## config.mk

```make
export PLATFORM = sky130hd
export DESIGN_NAME = ipl_resolver
export DESIGN_NICKNAME = d
export VERILOG_FILES = /design/src/rtl/ipl_pkg.sv /design/src/rtl/ipl_src_scan.sv /design/src/rtl/ipl_combine.sv /design/src/rtl/ipl_take_ctl.sv /design/src/rtl/ipl_resolver.sv
export SDC_FILE = /design/constraint.sdc
export NUM_CORES = 1
export LEC_CHECK = 0
export ABC_AREA = 1
export BUFFER_PORTS_ARGS = -buffer_cell sky130_fd_sc_hd__buf_2
export CORE_MARGIN = 5
export CORE_UTILIZATION = 45
export DETAILED_ROUTE_END_ITERATION = 7
export PLACE_DENSITY_LB_ADDON = 0.25
export SLEW_MARGIN = 20
export SYNTH_ARGS = -nofsm -noshare
export SYNTH_HDL_FRONTEND = slang
export SYNTH_SLANG_ARGS = --single-unit
export TNS_END_PERCENT = 10
```

## constraint.sdc

```tcl
create_clock -name clk -period 3.76 [get_ports clk]
set_input_delay 0.188 -clock clk [delete_from_list [all_inputs] [get_ports clk]]
set_output_delay 0.188 -clock clk [all_outputs]
set_load 0.01 [all_outputs]
```

## src/rtl/ipl_pkg.sv

```systemverilog
package ipl_pkg;
  localparam int IPL_REQ_W  = 32;
  localparam int IPL_LVL_W  = 5;
  localparam int IPL_SW_LO  = 4;
  localparam int IPL_SW_HI  = 18;
  localparam int IPL_EXT_LO = 16;
  localparam int IPL_EXT_HI = 31;

  typedef enum logic {
    ARB_OPEN = 1'b0,
    ARB_WAIT = 1'b1
  } arb_state_e;
endpackage

```

## src/rtl/ipl_src_scan.sv

```systemverilog
// Ascending scan of one request window; the last set bit sets the level.
module ipl_src_scan #(
  parameter int REQ_W = 32,
  parameter int LO    = 4,
  parameter int HI    = 18,
  parameter int LVL_W = 5,
  parameter int BIAS  = 1
) (
  input  logic [REQ_W-1:0] req,
  output logic [LVL_W-1:0] lvl,
  output logic [REQ_W-1:0] hits
);
  always_comb begin
    lvl  = '0;
    hits = '0;
    for (int i = 0; i < REQ_W; i++) begin
      if (req[i] && i >= LO && i <= HI) begin
        lvl     = LVL_W'(i - LO + BIAS);
        hits[i] = 1'b1;
      end
    end
  end
endmodule

```

## src/rtl/ipl_combine.sv

```systemverilog
// Merge two windows: the later window wins when it has anything pending.
module ipl_combine #(
  parameter int REQ_W = 32,
  parameter int LVL_W = 5
) (
  input  logic [LVL_W-1:0] early_lvl,
  input  logic [REQ_W-1:0] early_hits,
  input  logic [LVL_W-1:0] late_lvl,
  input  logic [REQ_W-1:0] late_hits,
  output logic [LVL_W-1:0] win_lvl,
  output logic [REQ_W-1:0] summary
);
  always_comb begin
    win_lvl = (late_lvl != '0) ? late_lvl : early_lvl;
    summary = early_hits | late_hits;
  end
endmodule

```

## src/rtl/ipl_take_ctl.sv

```systemverilog
module ipl_take_ctl
  import ipl_pkg::*;
#(
  parameter int REQ_W = 32,
  parameter int LVL_W = 5
) (
  input  logic             clk,
  input  logic             rst,
  input  logic [LVL_W-1:0] win_lvl,
  input  logic [REQ_W-1:0] summary,
  input  logic [LVL_W-1:0] cur_ipl,
  input  logic             ack,
  output logic             take,
  output logic [REQ_W-1:0] isr_q,
  output logic [LVL_W-1:0] intid_q
);
  arb_state_e state;
  logic       fire;

  assign fire = (state == ARB_OPEN) && (win_lvl != '0) && (win_lvl > cur_ipl);

  always_ff @(posedge clk) begin
    if (rst) begin
      state   <= ARB_OPEN;
      take    <= 1'b0;
      isr_q   <= '0;
      intid_q <= '0;
    end else begin
      take <= fire;
      if (fire) begin
        state   <= ARB_WAIT;
        isr_q   <= summary;
        intid_q <= win_lvl;
      end else if (ack) begin
        state <= ARB_OPEN;
      end
    end
  end
endmodule

```

## src/rtl/ipl_resolver.sv

```systemverilog
module ipl_resolver
  import ipl_pkg::*;
#(
  parameter int REQ_W  = IPL_REQ_W,
  parameter int LVL_W  = IPL_LVL_W,
  parameter int SW_LO  = IPL_SW_LO,
  parameter int SW_HI  = IPL_SW_HI,
  parameter int EXT_LO = IPL_EXT_LO,
  parameter int EXT_HI = IPL_EXT_HI
) (
  input  logic             clk,
  input  logic             rst,
  input  logic [REQ_W-1:0] sw_req,
  input  logic [REQ_W-1:0] ext_req,
  input  logic             ipl_wr_en,
  input  logic [LVL_W-1:0] ipl_wr_data,
  input  logic             ack,
  output logic             take,
  output logic [REQ_W-1:0] isr_q,
  output logic [LVL_W-1:0] intid_q,
  output logic [LVL_W-1:0] ipl_q
);
  localparam int SW_BIAS  = 1;
  localparam int EXT_BIAS = EXT_LO;

  logic [LVL_W-1:0] sw_lvl, ext_lvl, win_lvl;
  logic [REQ_W-1:0] sw_hits, ext_hits, summary;

  ipl_src_scan #(.REQ_W(REQ_W), .LO(SW_LO), .HI(SW_HI), .LVL_W(LVL_W), .BIAS(SW_BIAS))
    u_sw_scan (.req(sw_req), .lvl(sw_lvl), .hits(sw_hits));

  ipl_src_scan #(.REQ_W(REQ_W), .LO(EXT_LO), .HI(EXT_HI), .LVL_W(LVL_W), .BIAS(EXT_BIAS))
    u_ext_scan (.req(ext_req), .lvl(ext_lvl), .hits(ext_hits));

  ipl_combine #(.REQ_W(REQ_W), .LVL_W(LVL_W)) u_combine (
    .early_lvl(sw_lvl), .early_hits(sw_hits),
    .late_lvl(ext_lvl), .late_hits(ext_hits),
    .win_lvl(win_lvl), .summary(summary)
  );

  always_ff @(posedge clk) begin
    if (rst)            ipl_q <= '0;
    else if (ipl_wr_en) ipl_q <= ipl_wr_data;
  end

  ipl_take_ctl #(.REQ_W(REQ_W), .LVL_W(LVL_W)) u_take_ctl (
    .clk(clk), .rst(rst), .win_lvl(win_lvl), .summary(summary),
    .cur_ipl(ipl_q), .ack(ack), .take(take), .isr_q(isr_q), .intid_q(intid_q)
  );
endmodule

```

Word-level counts from Yosys, hierarchy flattened
Index checks and enable logic that the tools add are counted.
{"block": "op_classes", "order_cmp": 1, "muxes": 65, "n_bitwise": 2, "n_reduce_logical": 5}
{"operator": "$mux 5", "count": 31}
{"operator": "$mux 1", "count": 34}
{"operator": "$or 19x32->32", "count": 1}
{"operator": "$reduce_bool 5->1", "count": 2}
{"operator": "$gt 5x5->1", "count": 1}
{"operator": "$logic_and 1x1->1", "count": 2}
{"operator": "$reduce_bool 2->1", "count": 1}
{"operator": "$not 1->1", "count": 1}
{"block": "totals", "reg_bits": 44, "wordCells": 78}

Longest topological paths before layout
Gate-level depths: netlist (run 1).
{"block": "depth", "ltp_word": 22, "ltp_mapped": 25}

Hierarchy
A second synthesis (run 1) with hierarchy kept.
{"block": "unflattened", "hier_cells": 514, "hier_area_um2": 3320.7}
{"module": "ipl_take_ctl", "n_inst": 1, "cells_per_inst": 277, "area_per_inst_um2": 1976.9, "seq_area_each_um2": 780.7}
{"module": "ipl_src_scan at u_ext_scan", "n_inst": 1, "cells_per_inst": 81, "area_per_inst_um2": 434.2, "seq_area_each_um2": 0.0}
{"module": "ipl_src_scan at u_sw_scan", "n_inst": 1, "cells_per_inst": 75, "area_per_inst_um2": 419.2, "seq_area_each_um2": 0.0}
{"module": "ipl_combine", "n_inst": 1, "cells_per_inst": 49, "area_per_inst_um2": 281.5, "seq_area_each_um2": 0.0}
{"module": "ipl_resolver", "n_inst": 1, "cells_per_inst": 32, "area_per_inst_um2": 209.0, "seq_area_each_um2": 100.1}

Worst setup path after synthesis (run 1)
OpenSTA, ideal clock, no wires.
{"block": "synth_timing", "kind": "input -> register", "startpoint": "input ext_req[24]", "endpoint": "register u_take_ctl.isr_q[16]", "setup_ns": 0.112, "arrival_time_ns": 2.491, "setup_slack_ns": 1.158, "cell_stages": 13, "n_path_buf": 1, "path_cell_list": "nor4_1 > nand3_1 > a21oi_1 > inv_1 > ha_1 > nand4_1 > o221ai_1 > o21ai_0 > nor2_1 > clkbuf_1 > nand3_1 > nand2_1 > nor2_1"}
{"block": "synth_via", "elab_chain_len": 13, "elab_cells_between_ends": 14, "cone_classes": "order compare (1); mux (9); reduce/logical (4)"}
{"item": "start, declared", "line_no": "ipl_resolver.sv:14", "text": "input logic [REQ_W-1:0] ext_req,"}
{"item": "$mux 5 (*) (8 in a row)", "line_no": "ipl_src_scan.sv:17", "text": "if (req[i] && i >= LO && i <= HI) begin"}
{"item": "$reduce_bool 5->1", "line_no": "ipl_combine.sv:14", "text": "win_lvl = (late_lvl != '0) ? late_lvl : early_lvl;"}
{"item": "$mux 5 (*)", "line_no": "ipl_combine.sv:14"}
{"item": "named net u_combine.win_lvl[3]", "line_no": "ipl_combine.sv:10", "text": "output logic [LVL_W-1:0] win_lvl,"}
{"item": "parallel branches: the longest is 2 deep, another holds $gt 5x5->1"}
{"item": "$logic_and 1x1->1 (*)", "line_no": "ipl_take_ctl.sv:20", "text": "assign fire = (state == ARB_OPEN) && (win_lvl != '0) && (win_lvl > cur_ipl);"}
{"item": "end signal, assigned", "line_no": "ipl_take_ctl.sv:32", "text": "isr_q <= summary;"}
{"item": "end, declared", "line_no": "ipl_take_ctl.sv:14", "text": "output logic [REQ_W-1:0] isr_q,"}
Mark *: on every way through the listed nets, which the timed path passes.
A chain may end at the register's enable or synchronous reset.

Worst setup path after layout (run 1)
Ends and elaborated chain as after synthesis.

==> summary by stage, run 1 <==
Final layout
The finished layout holds 445 standard cells, fillers aside. From synthesis to final layout, the design area changed by 22.6%. The final design instance area without fill is 0.00256 mm^2. 0 antenna diodes ended up in the layout. The fraction of layout instances using a drive strength above 1 is 23.9%. The number of nets in the layout is between 400 and 500.

Logic synthesis
The average cell area after synthesis is 6.57 um^2. The primary flip-flop cell chosen by synthesis mapping is dfxtp_1. The count of unique library cells instantiated by Yosys is 26. In this run, synthesis produced a sequential element count of 40. The area fraction of the dominant cell type after synthesis is between 30% and 40%. Summing the sequential cell areas from Yosys gives 38.3% of the chip area.

The async set-or-reset flop fraction in the synthesized netlist is 0%. Among all cell types in the netlist, the one instantiated most often is nor2_1. Yosys mapped a number of flops with a built-in enable equal to 0.

dfxtp_1 takes more of the synthesized area than any other cell. Sorting the synthesized cells by how often they occur yields nor2_1, nand2_1, dfxtp_1. The Yosys step of the flow raised 0 warnings. Ranked by total cell area, the synthesized netlist is headed by dfxtp_1, nor2_1, nand2_1. The post-synthesis cell count is 318. The post-synth design cell area is 0.00209 mm^2.

Setup path
The number of buffers and inverters on the critical path is 3. The signal on the critical path passes through buf_2 > nor4_1 > nand3_1 > a21oi_1 > inv_1 > ha_1 > nand4_1 > o221ai_1 > o21ai_0 > nor2_2 > buf_4 > nand3_1 > nand2_1 > nor2_1. The cell family with the largest share of critical-path delay is simple AND/OR/NAND/NOR gates. At the worst endpoint, the required time is 3.94 ns. The arrival time at the worst endpoint is 2.76 ns.

The endpoint type of the worst setup path is a flip-flop. The worst setup path is of the primary input to flip-flop kind. In this design, the critical path's most frequently occurring cell is nand3_1.

In this design, the stage delay of the slowest critical-path cell is roughly 0.38 ns. The worst setup path is launched from a primary input. For this design, the slowest cell found on the critical path is a21oi_1. The largest fanout on the critical path is 19.

Timing
The worst slew margin relative to its limit is ~36%. The period utilization is 68.8%. The routed design could run at a clock period as short as 2.59 ns.

The summed negative setup slack over all endpoints is 0 ns. The timing-limited maximum frequency is 0.387 GHz. After layout, the worst setup slack is 1.17 ns.

The final-report hold violation count came to 0. For the pin with the worst max-slew slack, the measured transition is 0.960 ns. Setup repair after global routing left no endpoint under its margin.

The final number of max-transition violations came to 0. Setup violations remaining at the end of the flow were counted as 0. The clock arrives with 0.00564 ns of skew.

Clock network
The cell at the root of the clock tree is clkbuf_8. Gates resized during post-CTS repair numbered 0. The number of buffers inserted during clock tree synthesis is 5.

The CTS tree is built. After clock tree synthesis, the flow added hold-fix buffers numbering 0. Clock latency on the worst-skew pair, taken at its later pin, is ~0.29 ns. The clock net in this run drives a total of 40 sinks. The clock transition at the registers of the reported paths is 0.07 ns.

The H-tree depth reported by CTS is 2. Counting along the longest clock path gives a buffer depth of 2. The count of buffers added by post-CTS timing repair for setup is 0.

Placement
The last weighted congestion value of the routability-driven placer is 0.826. The number of buffer cells added on primary ports is 78. Timing analysis after detailed placement gives a worst setup slack of between 0.8 and 0.9 ns. The cell area reported after detailed placement is 0.00247 mm^2. The number of placed instances with taps included is 437.

Summed over all nets, the half-perimeter wirelength after detailed placement is 3850 um.

Status
The flow ran to the end, and the final reports show no timing, DRC or antenna violations.

Route
After detailed routing, the average wire length per cell comes to 11.4 um. The number of violations reported at the end of detailed-routing iteration 0 is 94. Wires add up to 5070 um. The number of optimization iterations in the first detailed-route pass is 4.

After detailed routing, the number of remaining DRC violations is 0. The remaining antenna violation count is 0. The routed layout has 2147 vias.

In the routed layout, each cell is associated on average with a via count of 4.82.

Floorplan
Once the floorplan was initialized, standard cells occupied 47.0% of the core. After floorplanning, the core was sized to cover 0.00444 mm^2. The floorplan step set the die width to 78.1 um. The height of the die is a little under 80 um. The die outline area is 0.00611 mm^2. The number of top-level design ports is 116. The number of rows in the core area is 24.

GRT
The maximum number of pins on one net before global-route repair is 38. The number of antenna violations at the first check in global routing is 0. The overflow left after global routing is 0. Across every metal layer, demand over resource in global routing totals 17.5%. The first global-routing pass estimated approximately 8800 um of wire.

The number of global-route vias before repair is 2057.

Pwr
Of the total power, combinational logic draws 24.7%. The maximum ir drop on the vdd rail is ~0.27 mV. The clock network burns 27.8% of the power. The net switching power is 0.316 mW. Net switching is 30.4% of the power. The power density over the cells is 405 mW/mm^2. The internal power is between 0.7 and 0.8 mW. The leakage dissipation is between 1 and 1.5 nW. Registers are responsible for a little under half of the overall power.

Min path
The worst hold path class is primary input to flip-flop.

Flow run
The max-capacitance violation count is 0.
-- metrics by stage --
stage	utilization, %	total power [mW]	hold slack [ns]
after floorplan	-	0.672	0.257
after global placement	55.6	0.758	0.393
after detailed placement	55.6	0.763	0.398
after CTS	57.7	1.06	0.0862
after global routing	57.7	1.12	0.0881
final	57.7	1.04	0.0972
-- final timing paths --
path                                                          from                            endpoint  slack (ns)  cells past startpoint
worst max-delay path                                   ext_req[24]   u_take_ctl.isr_q[16]$_SDFFE_PP0P_        1.17                     14
worst min-delay path                                           rst  u_take_ctl.intid_q[2]$_SDFFE_PP0P_         0.1                      2
worst max register to register               ipl_q[4]$_SDFFE_PP0P_   u_take_ctl.isr_q[16]$_SDFFE_PP0P_        1.85                     10
worst min register to register  u_take_ctl.intid_q[2]$_SDFFE_PP0P_  u_take_ctl.intid_q[2]$_SDFFE_PP0P_        0.46                      2
-- state kept, by name, indices dropped and copies added, names as in the netlist --
signal / count
ipl_q: 5
u_take_ctl.intid_q: 5
u_take_ctl.isr_q: 28
u_take_ctl.state: 1
u_take_ctl.take: 1
-- final cells by class --
class                           instances  area (um^2)
Multi-Input combinational cell        223         1040
Sequential cell                        40          801
Fill cell                             468         1880
Clock buffer                            8         90.1
Timing Repair Buffer                   80          405
Inverter                               42          160
Tap cell                               52         65.1
-- layer usage --
metal | GRT usage (%) | up-vias | wire, um
li1 | - | 1135 | -
met1 | 21.1 | 932 | 2230
met2 | 29.5 | 75 | 2340
met3 | 5.72 | 5 | 437
met4 | 5.77 | 0 | 71
met5 | 0 | - | 0
-- power by group through the flow --
stage / Sequential [mW] / Clock [mW] / Combinational, mW
2_1_floorplan: 0.526 / 0 / 0.146
3_3_place_gp: 0.502 / 0 / 0.256
3_5_place_dp: 0.503 / 0 / 0.260
4_1_cts: 0.493 / 0.302 / 0.261
5_1_grt: 0.499 / 0.328 / 0.295
6_report: 0.493 / 0.289 / 0.257
-- layout by cell type (no fill, tap or decap), types with 2 or more instances in the layout --
cell	n
buf_2	78
nor2_1	76
nand2_1	59
dfxtp_1	40
inv_1	39
nand3_1	39
a21oi_1	13
o21ai_0	10
clkbuf_8	6
nor4_1	5
ha_1	5
conb_1	4
nor2_2	3
nand3b_1	2
clkbuf_1	2
buf_4	2
-- kinds of logic after synthesis --
group	count (synthesis)	share of synthesized area (%)
AND/OR/NAND/NOR	187	38.3
flip-flops	40	38.3
AO/OA/AOI/OAI	27	7.72
other	1	0.179
adder cells (fa/ha/maj)	5	2.99
buffers and inverters	58	12.5
Power figures use the tool's default switching activity.
==> run 2: changes to the inputs <==
CORE_UTILIZATION = 44   (was 45)
clock period = 2.5 ns   (was 3.76 ns; I/O delays follow)
==> summary by stage, run 2 (same netlist as run 1, synthesis figures left out) <==
Status
The run finished with clean final reports.

Final layout
The register with the most flip-flops in the layout has 28 of them. The finished cells cover 0.00275 mm^2. The number of nets in the layout is between 400 and 500.

The number of antenna diodes is 0. The synthesis-to-finish area growth is 31.6%. The layout has roughly 500 filler cells. The count of cells in the finished layout, fillers not included, comes to between 400 and 500. Leaving out fill and tap cells, the most frequent cells in the layout are buf_2, nor2_1, nand2_1. The library cell used most frequently in the layout, excluding fill and tap cells, is buf_2. Of the cells placed in the final design, the portion with a size suffix greater than 1 is between 20 and 30%.

The largest registers in the layout are u_take_ctl.isr_q x28, ipl_q x5, u_take_ctl.intid_q x5. The register containing the most flip-flops in the final layout is u_take_ctl.isr_q.

GRT
The overflow left after global routing is 0. Entering global routing, the biggest net connects 38 pins. Global routing used 20.8% of the available met1 tracks. The first global-routing pass estimated 8810 um of wire.

The number of antenna violations at the first check in global routing is 0. In the global route stage, met2 resource usage came out at 30.3%. The number of global-route vias before repair is roughly 2100. Global routing consumed, over all layers together, 17.2% of the routing resources. The layer flagged by global routing as most heavily used is met2. For this run, global-route usage on met3 was measured as ~4.8%.

Clock network
The number of buffers inserted for hold repair after clock tree synthesis is 0. After clock tree synthesis, the clock-pin slew on the worst setup and hold paths is 0.08 ns. Counting along the longest clock path gives a buffer depth of 2. The number of buffers inserted during clock tree synthesis is 5. The H-tree was split into 2 levels. Clock tree synthesis found a total of 40 sinks. The CTS tree is built. The cell at the root of the clock tree is clkbuf_8. The later-pin clock latency in the skew report is 0.28 ns.

Route
The routed layout has 2210 vias. The overall routed net length is about 5400 um. Once detail routing completed, the nets flagged for antenna violations numbered 0. The first routing iteration left 121 violations.

The wire length per cell after detailed routing is around 12 um. The number of optimization iterations in the first detailed-route pass is 4. The residual DRC count is 0. After detailed routing, the number of vias per cell comes to 4.74.

Placement
Input and output buffers added on the ports amount to 78. Routability-driven placement finished with a final weighted congestion of 0.821. The number of placed instances with taps included is about 450. The cell area reported after detailed placement is 0.00259 mm^2. The HPWL reported at the end of detailed placement is 3930 um.

Setup path
Of all nets on the critical path, the largest fanout is 8. For the worst setup path, the data arrival time is 2.45 ns. The class of the most critical setup path is primary input to flip-flop.

The worst setup path is launched from a primary input. The required time of the critical path is 2.68 ns. The endpoint type of the worst setup path is a flip-flop.

Floorplan
In this run the core area contains 25 standard-cell rows. For this configuration, the core starts out at a cell density of about 45%. The height of the die is 78.9 um. The number of top-level design ports is 116. The core area is 0.00466 mm^2.

The width of the die is between 70 and 80 um. The die covers ~0.0062 mm^2.

Timing
For the pin with the worst max-slew slack, the measured transition is 0.972 ns. Static timing analysis puts the maximum clock frequency at 0.439 GHz. After layout, the worst path uses 91.1% of the clock period. Final hold analysis gives a worst-case slack of approximately 0.032 ns. The final number of max-transition violations is 0.

The final clock skew is 0.00550 ns. Headroom to the max-slew limit came out at 34.8%. The final-report hold violation count is 0. Setup repair after global routing left no endpoint under its margin. The minimum clock period after layout is around 2.3 ns.

Setup violations remaining at the end of the flow were counted as 0.

Pwr
In this run the static leakage power is 1.51 nW. Power spread over the standard cell area amounts to 585 mW/mm^2. IR analysis of the VDD net gives a maximum drop of 0.394 mV.

Min path
The min-delay analysis places its worst path in the category primary input to flip-flop.

Flow run
The max-capacitance violation count is 0.
## run 2: timing repair
| action | in CTS | in global routing |
|---|---|---|
| hold endpoints to repair | 0 | 0 |
| gates resized for setup | 0 | 13 |
| setup buffers | 0 | 2 |
| endpoints found under the setup margin | 0 | 33 |
## run 2: critical path: stages
cell	delay, ns
buf_2	0.12
nor4_4	0.26
buf_4	0.15
nand3_2	0.09
nor2_2	0.16
inv_2	0.07
a31oi_4	0.15
nor2_1	0.08
inv_1	0.06
ha_1	0.11
nand4_1	0.09
o221ai_1	0.15
o21ai_1	0.10
nor2_2	0.18
buf_4	0.15
clkbuf_4	0.19
nand3_1	0.09
nand2_1	0.07
nor2_1	0.06
## run 2: final timing paths
kind | startpoint | end | slack, ns | depth (start not counted)
worst max-delay path | ext_req[24] | u_take_ctl.isr_q[25]$_SDFFE_PP0P_ | 0.22 | 19
worst min-delay path | rst | u_take_ctl.state$_SDFFE_PP0P_ | 0.03 | 2
worst max register to register | ipl_q[2]$_SDFFE_PP0P_ | u_take_ctl.isr_q[25]$_SDFFE_PP0P_ | 0.60 | 11
worst min register to register | u_take_ctl.isr_q[26]$_SDFFE_PP0P_ | u_take_ctl.isr_q[26]$_SDFFE_PP0P_ | 0.46 | 2
## run 2: per-layer routing
| layer | vias to the layer above | routed length, um |
|---|---|---|
| met5 | - | 0 |
| met4 | 0 | 27 |
| met1 | 973 | 2400 |
| met2 | 62 | 2590 |
| li1 | 1173 | - |
| met3 | 2 | 368 |
## run 2: where the power goes
part           switching, mW  total (mW)  internal (mW)  leakage (nW)
Combinational          0.248       0.429          0.181          1.13
Clock                  0.213       0.439          0.225        0.0455
Sequential            0.0318       0.741          0.709         0.334
Total                  0.493        1.61           1.11          1.51
## run 2: layout make-up
class                           count  area, um^2  area share [%]
Clock buffer                        8        90.1            3.28
Inverter                           42         165            6.01
Multi-Input combinational cell    223        1070            38.9
Sequential cell                    40         801            29.1
Tap cell                           54        67.6            2.46
Timing Repair Buffer               99         556            20.2
## run 2: per-stage QoR
stage          setup TNS, ns  util (%)  setup WS (ns)  total power, mW
2_1_floorplan              0         -         0.0524             1.01
4_1_cts                    0      57.4          0.156             1.60
3_3_place_gp           -2.34      55.5        -0.0884             1.15
6_report                   0      59.0          0.223             1.61
5_1_grt                    0      59.0        0.00429             1.73
3_5_place_dp           -3.74      55.5         -0.137             1.16
==> run 3: changes to the inputs <==
CORE_ASPECT_RATIO = 1.75   (was default)
==> summary by stage, run 3 (same netlist as run 1, synthesis figures left out) <==
Timing
Setup violations remaining at the end of the flow were counted as 0. The final number of max-transition violations is 0. Setup repair after global routing left no endpoint under its margin.

The period utilization is between 90% and 100%. The minimum clock period after layout is 2.25 ns. For the final routed database, the setup TNS stands at 0 ns.

The final-report hold violation count is 0. Final hold analysis gives a worst-case slack of 0.0275 ns. Across all setup checks in the final design, the least slack found is around 0.25 ns. Based on the critical path, the design can be clocked at up to roughly 0.44 GHz.

The final clock skew is ~0.0053 ns.

Setup path
Grouping stages by cell kind, the critical path spends the most delay in simple AND/OR/NAND/NOR gates. The biggest cell delay along the critical path is 0.31 ns. The startpoint type of the worst setup path is a primary input. Tracing the worst setup path back leads to its startpoint at sw_req[11]. The capturing point of the worst reg2reg path is u_take_ctl.isr_q[19]$_SDFFE_PP0P_.

Data arrives at the worst endpoint at 2.48 ns. STA classifies the critical path endpoint as a flip-flop. The cell type of the slowest stage on the worst timing path is nor4_1.

The critical path buffer and inverter count is 6. In this run the critical register-to-register path is launched from ipl_q[4]$_SDFFE_PP0P_. For the worst flop-to-flop path, the logic depth is 12. The critical path goes through buf_2 > nor4_1 > buf_4 > nand2_1 > a21oi_1 > inv_1 > ha_1 > nand4_1 > o221ai_1 > o21ai_0 > nor2_2 > buf_4 > nand2_4 > inv_4 > buf_12 > nor2_1 > nor2_1.

The worst reg-to-reg setup slack is 0.61 ns. The largest fanout on the critical path is 15. The class of the most critical setup path is primary input to flip-flop.

The required time of the critical path is roughly 2.7 ns.

Final layout
The flip-flop count of the largest register, all copies and words added is 28. The largest registers in the layout are u_take_ctl.isr_q x28, ipl_q x5, u_take_ctl.intid_q x5. Cells fill about three fifths of the core in the end.

Counting flops per register, the top entry is u_take_ctl.isr_q. The post-route netlist has 28.5% of its cells at a drive strength greater than 1. 0 antenna diodes ended up in the layout. After routing the design area is 0.00278 mm^2.

The combined area of the multi-input logic cells is 0.00105 mm^2. The sequential cells in the finished layout cover a total of 801 um^2. The area growth from synthesis to layout is 32.9%. The fill cell total of the finished layout is 508. In the layout the commonest cells are buf_2, nor2_1, nand2_1. After the last flow step, the layout net total stands at 492. The library cell used most frequently in the layout, excluding fill and tap cells, is buf_2.

Route
The number of violations reported at the end of detailed-routing iteration 0 is 110. The remaining antenna violation count is 0. Summed over all layers, the routed wires come to 5530 um.

The total vias in the final route is between 2000 and 2500. Dividing the detail-routed wire length by the instance count gives ~12 um. The post-detailed-route via-to-cell ratio is 4.84. The number of optimization iterations in the first detailed-route pass is 4. The residual DRC count is 0. The highest metal layer carrying signal wires in the routed design is met4. For this block, wires on met1 add up to 1980 um.

Summed over all nets, wire length on met3 after detailed routing comes to 308 um. Summed over all nets, wire length on met2 after detailed routing comes to approximately 3100 um.

Floorplan
The number of rows in the core area is 33. The initial core utilization is between 40% and 50%. The die is 62.1 um wide. In this run the count of I/O pins placed on the die edge is 116. The core area is 0.00467 mm^2. The die outline area is 0.00628 mm^2. The height of the die is 101 um.

GRT
The maximum number of pins on one net before global-route repair is 26. Global routing used a little under a fifth of the available tracks across all layers. The first global-routing pass estimated slightly below 9000 um of wire.

The number of antenna violations at the first check in global routing is 0. The total overflow left after global routing is 0. The number of global-route vias before repair is 2147.

Pwr
VDD sags by at most roughly 0.37 mV. In this run the static leakage power is 1.54 nW. For this design the ratio of total power to cell area is 570 mW/mm^2.

Min path
The path class of the tightest hold or removal check is primary input to flip-flop. The worst hold path passes through 2 cells. The hold path endpoint is u_take_ctl.state$_SDFFE_PP0P_. The startpoint of the most critical hold path is rst.

Clock network
The clock transition at the registers of the reported paths is 0.07 ns. The clock tree synthesis step divided the H-tree into 2 levels. The clock passes through at most 2 buffers. The number of buffers inserted for hold repair after clock tree synthesis is 0. CTS placed an instance of clkbuf_8 at the clock tree root.

The CTS tree is built. Clock latency on the worst-skew pair, taken at its later pin, is 0.29 ns. The number of setup buffers added after CTS is 0. In this run, CTS created clock tree buffers numbering 5. The count of clock tree sinks is 40.

Placement
The post-placement setup slack is -0.107 ns. The cell area reported after detailed placement is 0.00269 mm^2. The last weighted congestion value of the routability-driven placer is just under 0.9. The wire-length estimate of the detail-placed layout is 4380 um.

The number of buffer cells added on primary ports is 78.

Status
The run finished with clean final reports.

Flow run
Across the run, the number of max-cap violations was 0.
==> run 3: worst max-delay path by stage <==
stage	to	cells past startpoint	slack [ns]
2_1_floorplan	u_take_ctl.isr_q[16]$_SDFFE_PP0P_	13	0.05
3_3_place_gp	u_take_ctl.isr_q[12]$_SDFFE_PP0P_	18	-0.05
3_5_place_dp	u_take_ctl.isr_q[30]$_SDFFE_PP0P_	18	-0.11
4_1_cts	u_take_ctl.isr_q[16]$_SDFFE_PP0P_	18	0.20
5_1_grt	u_take_ctl.intid_q[4]$_SDFFE_PP0P_	18	0.03
6_report	u_take_ctl.isr_q[19]$_SDFFE_PP0P_	17	0.25
==> run 3: timing repair <==
action | 4_1_cts | 5_1_grt
resized for setup | 0 | 2
endpoints found under the setup margin | 0 | 30
endpoints found under the hold margin | 0 | 0
==> run 3: metrics by stage <==
| stage | std cells | power (mW) |
|---|---|---|
| detailed placement | 459 | 1.20 |
| finish | 466 | 1.58 |
| global placement | 459 | 1.19 |
| global route | 466 | 1.69 |
| floorplan | 321 | 1.01 |
| CTS | 466 | 1.61 |
==> run 3: metal layers <==
layer,up-vias,track usage (%)
met3,8,3.19
met5,-,0
li1,1184,-
met2,55,34.3
met4,0,7.03
met1,1007,18.3
==> run 3: power breakdown <==
group	internal [mW]	total [mW]	switching, mW	leakage [nW]
logic	0.196	0.440	0.245	1.16
clock network	0.190	0.403	0.214	0.0410
registers	0.709	0.740	0.0308	0.334
==> run 3: worst register-to-register path, cell delays in order, from the launching register on <==
cell      delay (ns)
dfxtp_1         0.33
inv_1           0.06
ha_1            0.32
nand4_1         0.13
o221ai_1        0.17
o21ai_0         0.14
nor2_2          0.11
buf_4           0.14
nand2_4         0.06
inv_4           0.10
buf_12          0.14
nor2_1          0.05
nor2_1          0.08
==> run 3: layout make-up <==
cell class	instances	area share, %
multi-input cells	223	37.9
clock inverters	1	0.180
repair buffers	102	22.3
flip-flops and latches	40	28.8
well taps	52	2.34
clock buffers	6	2.61
inverters	42	5.77
